$ cat config.mk
export PLATFORM = sky130hd
export DESIGN_NAME = adc_serial_host
export DESIGN_NICKNAME = d
export VERILOG_FILES = /design/src/rtl/adc_host_pkg.sv /design/src/rtl/adc_host_tick.sv /design/src/rtl/adc_host_seq.sv /design/src/rtl/adc_host_cap.sv /design/src/rtl/adc_serial_host.sv
export SDC_FILE = /design/constraint.sdc
export NUM_CORES = 1
export LEC_CHECK = 0
export BUFFER_PORTS_ARGS = -buffer_cell sky130_fd_sc_hd__buf_2
export CAP_MARGIN = 25
export CORE_MARGIN = 2
export CORE_UTILIZATION = 45
export CTS_CLUSTER_DIAMETER = 120
export CTS_CLUSTER_SIZE = 14
export DETAILED_ROUTE_END_ITERATION = 12
export GPL_TIMING_DRIVEN = 1
export HOLD_SLACK_MARGIN = 0.15
export PLACE_DENSITY = 0.61
export SYNTH_ARGS = -nofsm -noshare
export SYNTH_HDL_FRONTEND = slang
export SYNTH_SLANG_ARGS = --single-unit
$ cat constraint.sdc
create_clock -name clk -period 1.9 [get_ports clk]
set_input_delay 0.38 -clock clk [delete_from_list [all_inputs] [get_ports clk]]
set_output_delay 0.38 -clock clk [all_outputs]
set_load 0.02 [all_outputs]
$ cat src/rtl/adc_host_pkg.sv
package adc_host_pkg;

    typedef enum logic [1:0] {
        PH_HOLD = 2'd0,
        PH_IDLE = 2'd1,
        PH_RUN  = 2'd2
    } phase_e;

    // One capture opportunity, issued on a rising serial clock edge
    typedef struct packed {
        logic valid;
        logic msb_slot;
        logic lsb_slot;
        logic last;
    } samp_t;

    localparam int unsigned MIN_CH_W = 2;

endpackage

$ cat src/rtl/adc_host_tick.sv
module adc_host_tick #(
    parameter int unsigned DIV_HALF = 7
) (
    input  logic clk,
    input  logic rst,
    input  logic run,
    output logic tick
);
    localparam int unsigned CW = (DIV_HALF > 1) ? $clog2(DIV_HALF) : 1;
    localparam logic [CW-1:0] LAST = CW'(DIV_HALF - 1);

    logic [CW-1:0] cnt_q;

    always_ff @(posedge clk) begin
        if (rst || !run) begin
            cnt_q <= '0;
        end else if (cnt_q == LAST) begin
            cnt_q <= '0;
        end else begin
            cnt_q <= cnt_q + 1'b1;
        end
    end

    assign tick = run && (cnt_q == LAST);

endmodule

$ cat src/rtl/adc_host_seq.sv
module adc_host_seq
    import adc_host_pkg::*;
#(
    parameter int unsigned CH_W       = 3,
    parameter int unsigned DATA_W     = 8,
    parameter int unsigned SKIP       = 2,
    parameter int unsigned RST_HALVES = 2,
    parameter bit          SHARED_DIO = 1'b0
) (
    input  logic            clk,
    input  logic            rst,
    input  logic            tick,
    input  logic            req_valid,
    input  logic [CH_W-1:0] req_chan,
    input  logic            req_single,
    input  logic            req_swap,
    output logic            req_ready,
    output logic            run,
    output logic            sclk,
    output logic            cs_n,
    output logic            di,
    output logic            di_oe,
    output samp_t           samp
);
    localparam int unsigned ADDR_BITS = CH_W + 2;
    localparam int unsigned DSTART    = ADDR_BITS + SKIP;
    localparam int unsigned MSB_END   = DSTART + DATA_W;
    localparam int unsigned LSB_START = DSTART + DATA_W - 1;
    localparam int unsigned CYCLES    = DSTART + 2 * DATA_W - 1;
    localparam int unsigned HALVES    = 2 * CYCLES;
    localparam int unsigned HW        = $clog2(HALVES);
    localparam int unsigned HOLD_W    = (RST_HALVES > 1) ? $clog2(RST_HALVES) : 1;

    phase_e                phase_q;
    logic [HW-1:0]         half_q;
    logic [HOLD_W-1:0]     hold_q;
    logic [ADDR_BITS-1:0]  addr_q;
    logic                  sclk_q;
    logic                  cs_q;
    logic                  di_q;

    logic [ADDR_BITS-1:0]  addr_word;
    logic [HW-1:0]         cyc;
    logic                  fall_ev;
    logic                  end_ev;

    // start, mode, odd/sign, select bits (MSB first)
    assign addr_word = {1'b1, req_single,
                        (req_single ? req_chan[0] : req_swap),
                        req_chan[CH_W-1:1]};

    assign cyc     = half_q >> 1;
    assign end_ev  = tick && (phase_q == PH_RUN) && (half_q == HW'(HALVES - 1));
    assign fall_ev = tick && (phase_q == PH_RUN) && half_q[0] && !end_ev;

    always_ff @(posedge clk) begin
        if (rst) begin
            phase_q <= PH_HOLD;
            half_q  <= '0;
            hold_q  <= '0;
            addr_q  <= '0;
            sclk_q  <= 1'b1;
            cs_q    <= 1'b1;
            di_q    <= 1'b0;
        end else begin
            case (phase_q)
                PH_HOLD: begin
                    if (tick) begin
                        if (hold_q == HOLD_W'(RST_HALVES - 1)) begin
                            phase_q <= PH_IDLE;
                            hold_q  <= '0;
                        end else begin
                            hold_q <= hold_q + 1'b1;
                        end
                    end
                end
                PH_IDLE: begin
                    if (req_valid) begin
                        phase_q <= PH_RUN;
                        half_q  <= '0;
                        sclk_q  <= 1'b0;
                        cs_q    <= 1'b0;
                        addr_q  <= addr_word;
                        di_q    <= addr_word[ADDR_BITS-1];
                    end
                end
                PH_RUN: begin
                    if (end_ev) begin
                        phase_q <= PH_HOLD;
                        half_q  <= '0;
                        hold_q  <= '0;
                        cs_q    <= 1'b1;
                        di_q    <= 1'b0;
                    end else if (tick) begin
                        half_q <= half_q + 1'b1;
                        sclk_q <= ~sclk_q;
                        if (fall_ev) begin
                            di_q   <= addr_q[ADDR_BITS-2];
                            addr_q <= {addr_q[ADDR_BITS-2:0], 1'b0};
                        end
                    end
                end
                default: phase_q <= PH_HOLD;
            endcase
        end
    end

    generate
        if (SHARED_DIO) begin : gen_shared
            logic release_q;
            always_ff @(posedge clk) begin
                if (rst || phase_q != PH_RUN || end_ev) begin
                    release_q <= 1'b0;
                end else if (fall_ev && cyc == HW'(ADDR_BITS - 1)) begin
                    release_q <= 1'b1;
                end
            end
            assign di_oe = ~release_q;
        end else begin : gen_dedicated
            assign di_oe = 1'b1;
        end
    endgenerate

    always_comb begin
        samp.valid    = tick && (phase_q == PH_RUN) && !half_q[0];
        samp.msb_slot = (cyc >= HW'(DSTART)) && (cyc < HW'(MSB_END));
        samp.lsb_slot = (cyc >= HW'(LSB_START));
        samp.last     = (half_q == HW'(HALVES - 2));
    end

    assign req_ready = (phase_q == PH_IDLE);
    assign run       = (phase_q != PH_IDLE);
    assign sclk      = sclk_q;
    assign cs_n      = cs_q;
    assign di        = di_q;

endmodule

$ cat src/rtl/adc_host_cap.sv
module adc_host_cap
    import adc_host_pkg::*;
#(
    parameter int unsigned DATA_W = 8
) (
    input  logic              clk,
    input  logic              rst,
    input  samp_t             samp,
    input  logic              bit_in,
    output logic              res_valid,
    output logic [DATA_W-1:0] res_data,
    output logic              res_err
);
    logic [DATA_W-1:0] msb_q;
    logic [DATA_W-1:0] lsb_q;
    logic [DATA_W-1:0] lsb_nxt;
    logic              valid_q;
    logic [DATA_W-1:0] data_q;
    logic              err_q;

    // LSB-first stream shifts in from the top, so it lands in natural order
    assign lsb_nxt = {bit_in, lsb_q[DATA_W-1:1]};

    always_ff @(posedge clk) begin
        if (rst) begin
            msb_q   <= '0;
            lsb_q   <= '0;
            valid_q <= 1'b0;
            data_q  <= '0;
            err_q   <= 1'b0;
        end else begin
            valid_q <= 1'b0;
            if (samp.valid) begin
                if (samp.msb_slot) begin
                    msb_q <= {msb_q[DATA_W-2:0], bit_in};
                end
                if (samp.lsb_slot) begin
                    lsb_q <= lsb_nxt;
                end
                if (samp.last) begin
                    valid_q <= 1'b1;
                    data_q  <= msb_q;
                    err_q   <= (lsb_nxt != msb_q);
                end
            end
        end
    end

    assign res_valid = valid_q;
    assign res_data  = data_q;
    assign res_err   = err_q;

endmodule

$ cat src/rtl/adc_serial_host.sv
module adc_serial_host
    import adc_host_pkg::*;
#(
    parameter int unsigned N_CH       = 8,
    parameter int unsigned DATA_W     = 8,
    parameter int unsigned DIV_HALF   = 7,
    parameter int unsigned RST_HALVES = 2,
    parameter int unsigned SKIP       = 2,
    parameter bit          SHARED_DIO = 1'b0,
    localparam int unsigned CH_W      = $clog2(N_CH)
) (
    input  logic              clk,
    input  logic              rst,
    input  logic              req_valid,
    output logic              req_ready,
    input  logic [CH_W-1:0]   req_chan,
    input  logic              req_single,
    input  logic              req_swap,
    output logic              res_valid,
    output logic [DATA_W-1:0] res_data,
    output logic              res_err,
    output logic              adc_sclk,
    output logic              adc_cs_n,
    output logic              adc_di,
    output logic              adc_di_oe,
    input  logic              adc_do
);
    logic  run;
    logic  tick;
    samp_t samp;

    adc_host_tick #(
        .DIV_HALF (DIV_HALF)
    ) u_tick (
        .clk  (clk),
        .rst  (rst),
        .run  (run),
        .tick (tick)
    );

    adc_host_seq #(
        .CH_W       (CH_W),
        .DATA_W     (DATA_W),
        .SKIP       (SKIP),
        .RST_HALVES (RST_HALVES),
        .SHARED_DIO (SHARED_DIO)
    ) u_seq (
        .clk        (clk),
        .rst        (rst),
        .tick       (tick),
        .req_valid  (req_valid),
        .req_chan   (req_chan),
        .req_single (req_single),
        .req_swap   (req_swap),
        .req_ready  (req_ready),
        .run        (run),
        .sclk       (adc_sclk),
        .cs_n       (adc_cs_n),
        .di         (adc_di),
        .di_oe      (adc_di_oe),
        .samp       (samp)
    );

    adc_host_cap #(
        .DATA_W (DATA_W)
    ) u_cap (
        .clk       (clk),
        .rst       (rst),
        .samp      (samp),
        .bit_in    (adc_do),
        .res_valid (res_valid),
        .res_data  (res_data),
        .res_err   (res_err)
    );

endmodule

==> results.toml <==
[routing]
drc = 0
drtIter0Drc = 52
wl_mm = 3.97
vias = 1509
dr.pass1.iters = 4
routedWlPerCell_microns = 14.3
ant_nets = 0
vias_per_cell = 5.43

[final_layout]
n_fill_cell = 398
mostFrequentLayoutCells = "44 x dfxtp_1, 26 x nor2_1, 24 x mux2i_1"
drive_gt1_frac = 0.195
regArea_sq_um = 881
layout_commonest_cell = "dfxtp_1"
nNetsFinal = 238
diodes = 0
multi_input_area_sq_um = 1030
fin_util = 0.528
syn_to_final_growth_pct = 14.8

[worst_setup_path]
worstPathRequired_ns = 2.13
cp-endpoint = "u_cap.res_err"
r2r_cells = 7
critPathKind = "reg2reg"
r2r_end = "u_cap.res_err"
setup.worst_path.start = "u_tick.cnt_q[0]"
cp.arrival_ns = 1.97
path_max_fanout = 11
r2r-start = "u_tick.cnt_q[0]"
end_kind = "flop"
reg2reg_slack_ns = 0.16
critPathLaunchType = "flop"

[grt]
met1_usage = 0.183
use_met2 = 0.322
grt_pass1_vias = 1545
overflow = 0
top_usage_layer = "met2"
grt_use_met3 = 0.0447
grt_max_degree = 30
grt_pass1_wl_mm = 6.78
grt_antenna_before_repair = 0
grt_usage = 0.173

[die]
num_rows = 24
initial_core_util = 0.460
die-area_sq_um = 4910
top_level_ports = 24
die_w_microns = 70.1
core_area_sq_um = 4260
die_h_microns = 70.1

[logic_synthesis]
yosysSeqAreaShare = 0.449
syn_inst = 201
ys_ff_latch = 44
synth_edf_count = 0
synth_flop_cell = "dfxtp_1"
syn_nets = 214
syn_area_sq_um = 1960
ys_warn_count = 0
synth.distinct_cells = 44
avgSynthCellArea_sq_um = 9.77
ys_async_sr_fraction = 0

[hold_path]
hold_start = "req_chan[1]"
hold_class = "in2reg"

[pwr]
power.density_nw_per_um2 = 747
power_leakage_nw = 0.922
swShare = 0.205
irDropWorstVdd_uv = 422
switching_power_uw = 345
p_seq_frac = 0.554
power_frac_comb = 0.030
p_int_mw = 1.34
clock_power_share = 0.416

[clock_network]
cts.sinks = 44
numCtsBuffers = 5
insertion_delay_ns = 0.30
clock_path_buffers = 2
cts_hold_buf = 0
postCtsSetupBuffers = 0
cts_tree = "yes"
cts_max_level = 2
clk_pin_slew_ns = 0.08
clock-root-buffer = "clkbuf_8"

[placement]
io_buffers = 22
globalplace.congestion = 0.749
dpl.hpwl_mm = 2.87
place_ws_ns = 0.112

[sta]
finalHoldViolCount = 0
skew_ns = 0.00839
setup_slack_ns = 0.160
max_freq_ghz = 0.575
drv_slew = 0
fin_tns_setup_ns = 0
setup_viol = 0
rsz0062_at_grt = "no"
final.min_clock_period_ns = 1.74
layout_worst_path_cycle_share = 0.916

[run_status]
status = "complete, no violations"

[job]
cap_violations = 0
worst min path at each step:
stage	end	slack [ns]	cells past startpoint
floorplan	u_tick.cnt_q[0]	0.43	1
global placement	u_tick.cnt_q[0]	0.44	1
detailed placement	u_cap.res_err	0.45	2
CTS	u_seq.addr_q[0]	0.32	3
global route	u_seq.addr_q[0]	0.35	3
finish	u_seq.addr_q[0]	0.32	3
synth_stat cells (2+ instances only):
cell type  count  area (sq um)
nor2b_1        2          12.5
nor2_1        26          97.6
a211o_1        2          17.5
mux2i_1       24           240
dfxtp_1       44           881
nand2_1       10          37.5
o21ai_1        4          20.0
inv_2          2          7.51
xor2_1        10          87.6
a21oi_1        7          35.0
a21boi_1       2          15.0
xnor2_1        4          35.0
a211oi_1       2          15.0
o2111ai_1      3          26.3
nand3_1        3          15.0
nand2b_1      10          62.6
buf_2          3          15.0
ha_1           4          50.1
nand4_1        2          12.5
nand3b_1       2          15.0
a2111oi_0      2          17.5
a311oi_1       2          17.5
nor3_1         5          25.0
clkbuf_1       6          22.5
routing by layer:
layer / vias up / part of all wire / wire length [microns]
met5: - / 0 / 0
met4: 0 / 0.012 / 46
met3: 6 / 0.030 / 119
met2: 26 / 0.51 / 2030
met1: 714 / 0.45 / 1770
li1: 763 / - / -
registers in the layout, indices dropped and copies added (netlist names):
| signal | cells |
|---|---|
| u_seq.di | 1 |
| u_cap.res_err | 1 |
| u_seq.sclk | 1 |
| u_cap.res_valid | 1 |
| u_cap.lsb_q | 7 |
| u_seq.hold_q | 1 |
| u_cap.msb_q | 8 |
| u_seq.cs_n | 1 |
| u_seq.phase_q | 2 |
| u_cap.res_data | 8 |
| u_seq.half_q | 6 |
| u_seq.addr_q | 4 |
| u_tick.cnt_q | 3 |
stage by stage:
| stage | cells | total power [mW] | hold slack (ns) | cell area (sq um) |
|---|---|---|---|---|
| floorplan | 201 | 0.987 | 0.429 | 1960 |
| global placement | 270 | 1.00 | 0.443 | 2140 |
| detailed placement | 270 | 1.00 | 0.447 | 2140 |
| CTS | 278 | 1.70 | 0.318 | 2250 |
| global route | 278 | 1.75 | 0.355 | 2250 |
| finish | 278 | 1.68 | 0.323 | 2250 |
cell families after synthesis:
group                    share of synthesized area
AO/OA/AOI/OAI                                0.115
XOR/XNOR                                    0.0625
adder cells (fa/ha/maj)                     0.0255
buffers and inverters                       0.0287
flip-flops                                   0.449
multiplexers                                 0.128
other                                      0.00191
AND/OR/NAND/NOR                              0.190
what timing repair did:
| action | 4_1_cts | 5_1_grt |
|---|---|---|
| gates resized for setup | 0 | 2 |
| endpoints found under the setup margin | 0 | 4 |
| hold endpoints to repair | 0 | 0 |
critical path: stages, from the launching register on:
cell and delay, ns:
dfxtp_1 0.34, inv_1 0.06, ha_2 0.24, and4b_1 0.31
nand4_1 0.20, buf_12 0.21, a41o_1 0.21, a21oi_1 0.11
final cells by class:
type	instances	area share
clock buffer	6	0.0322
clock inverter	2	0.0155
inverter	3	0.00500
multi-input combinational	144	0.456
sequential	44	0.391
tap	52	0.0289
timing repair buffer	27	0.0711
power groups by stage:
stage | clock network [mW] | logic, mW | registers (mW)
6_report | 0.699 | 0.0507 | 0.932
5_1_grt | 0.758 | 0.0583 | 0.933
4_1_cts | 0.721 | 0.0507 | 0.932
3_5_place_dp | 0 | 0.0507 | 0.954
3_3_place_gp | 0 | 0.0479 | 0.954
2_1_floorplan | 0 | 0.0341 | 0.953
Power figures use the tool's default switching activity.
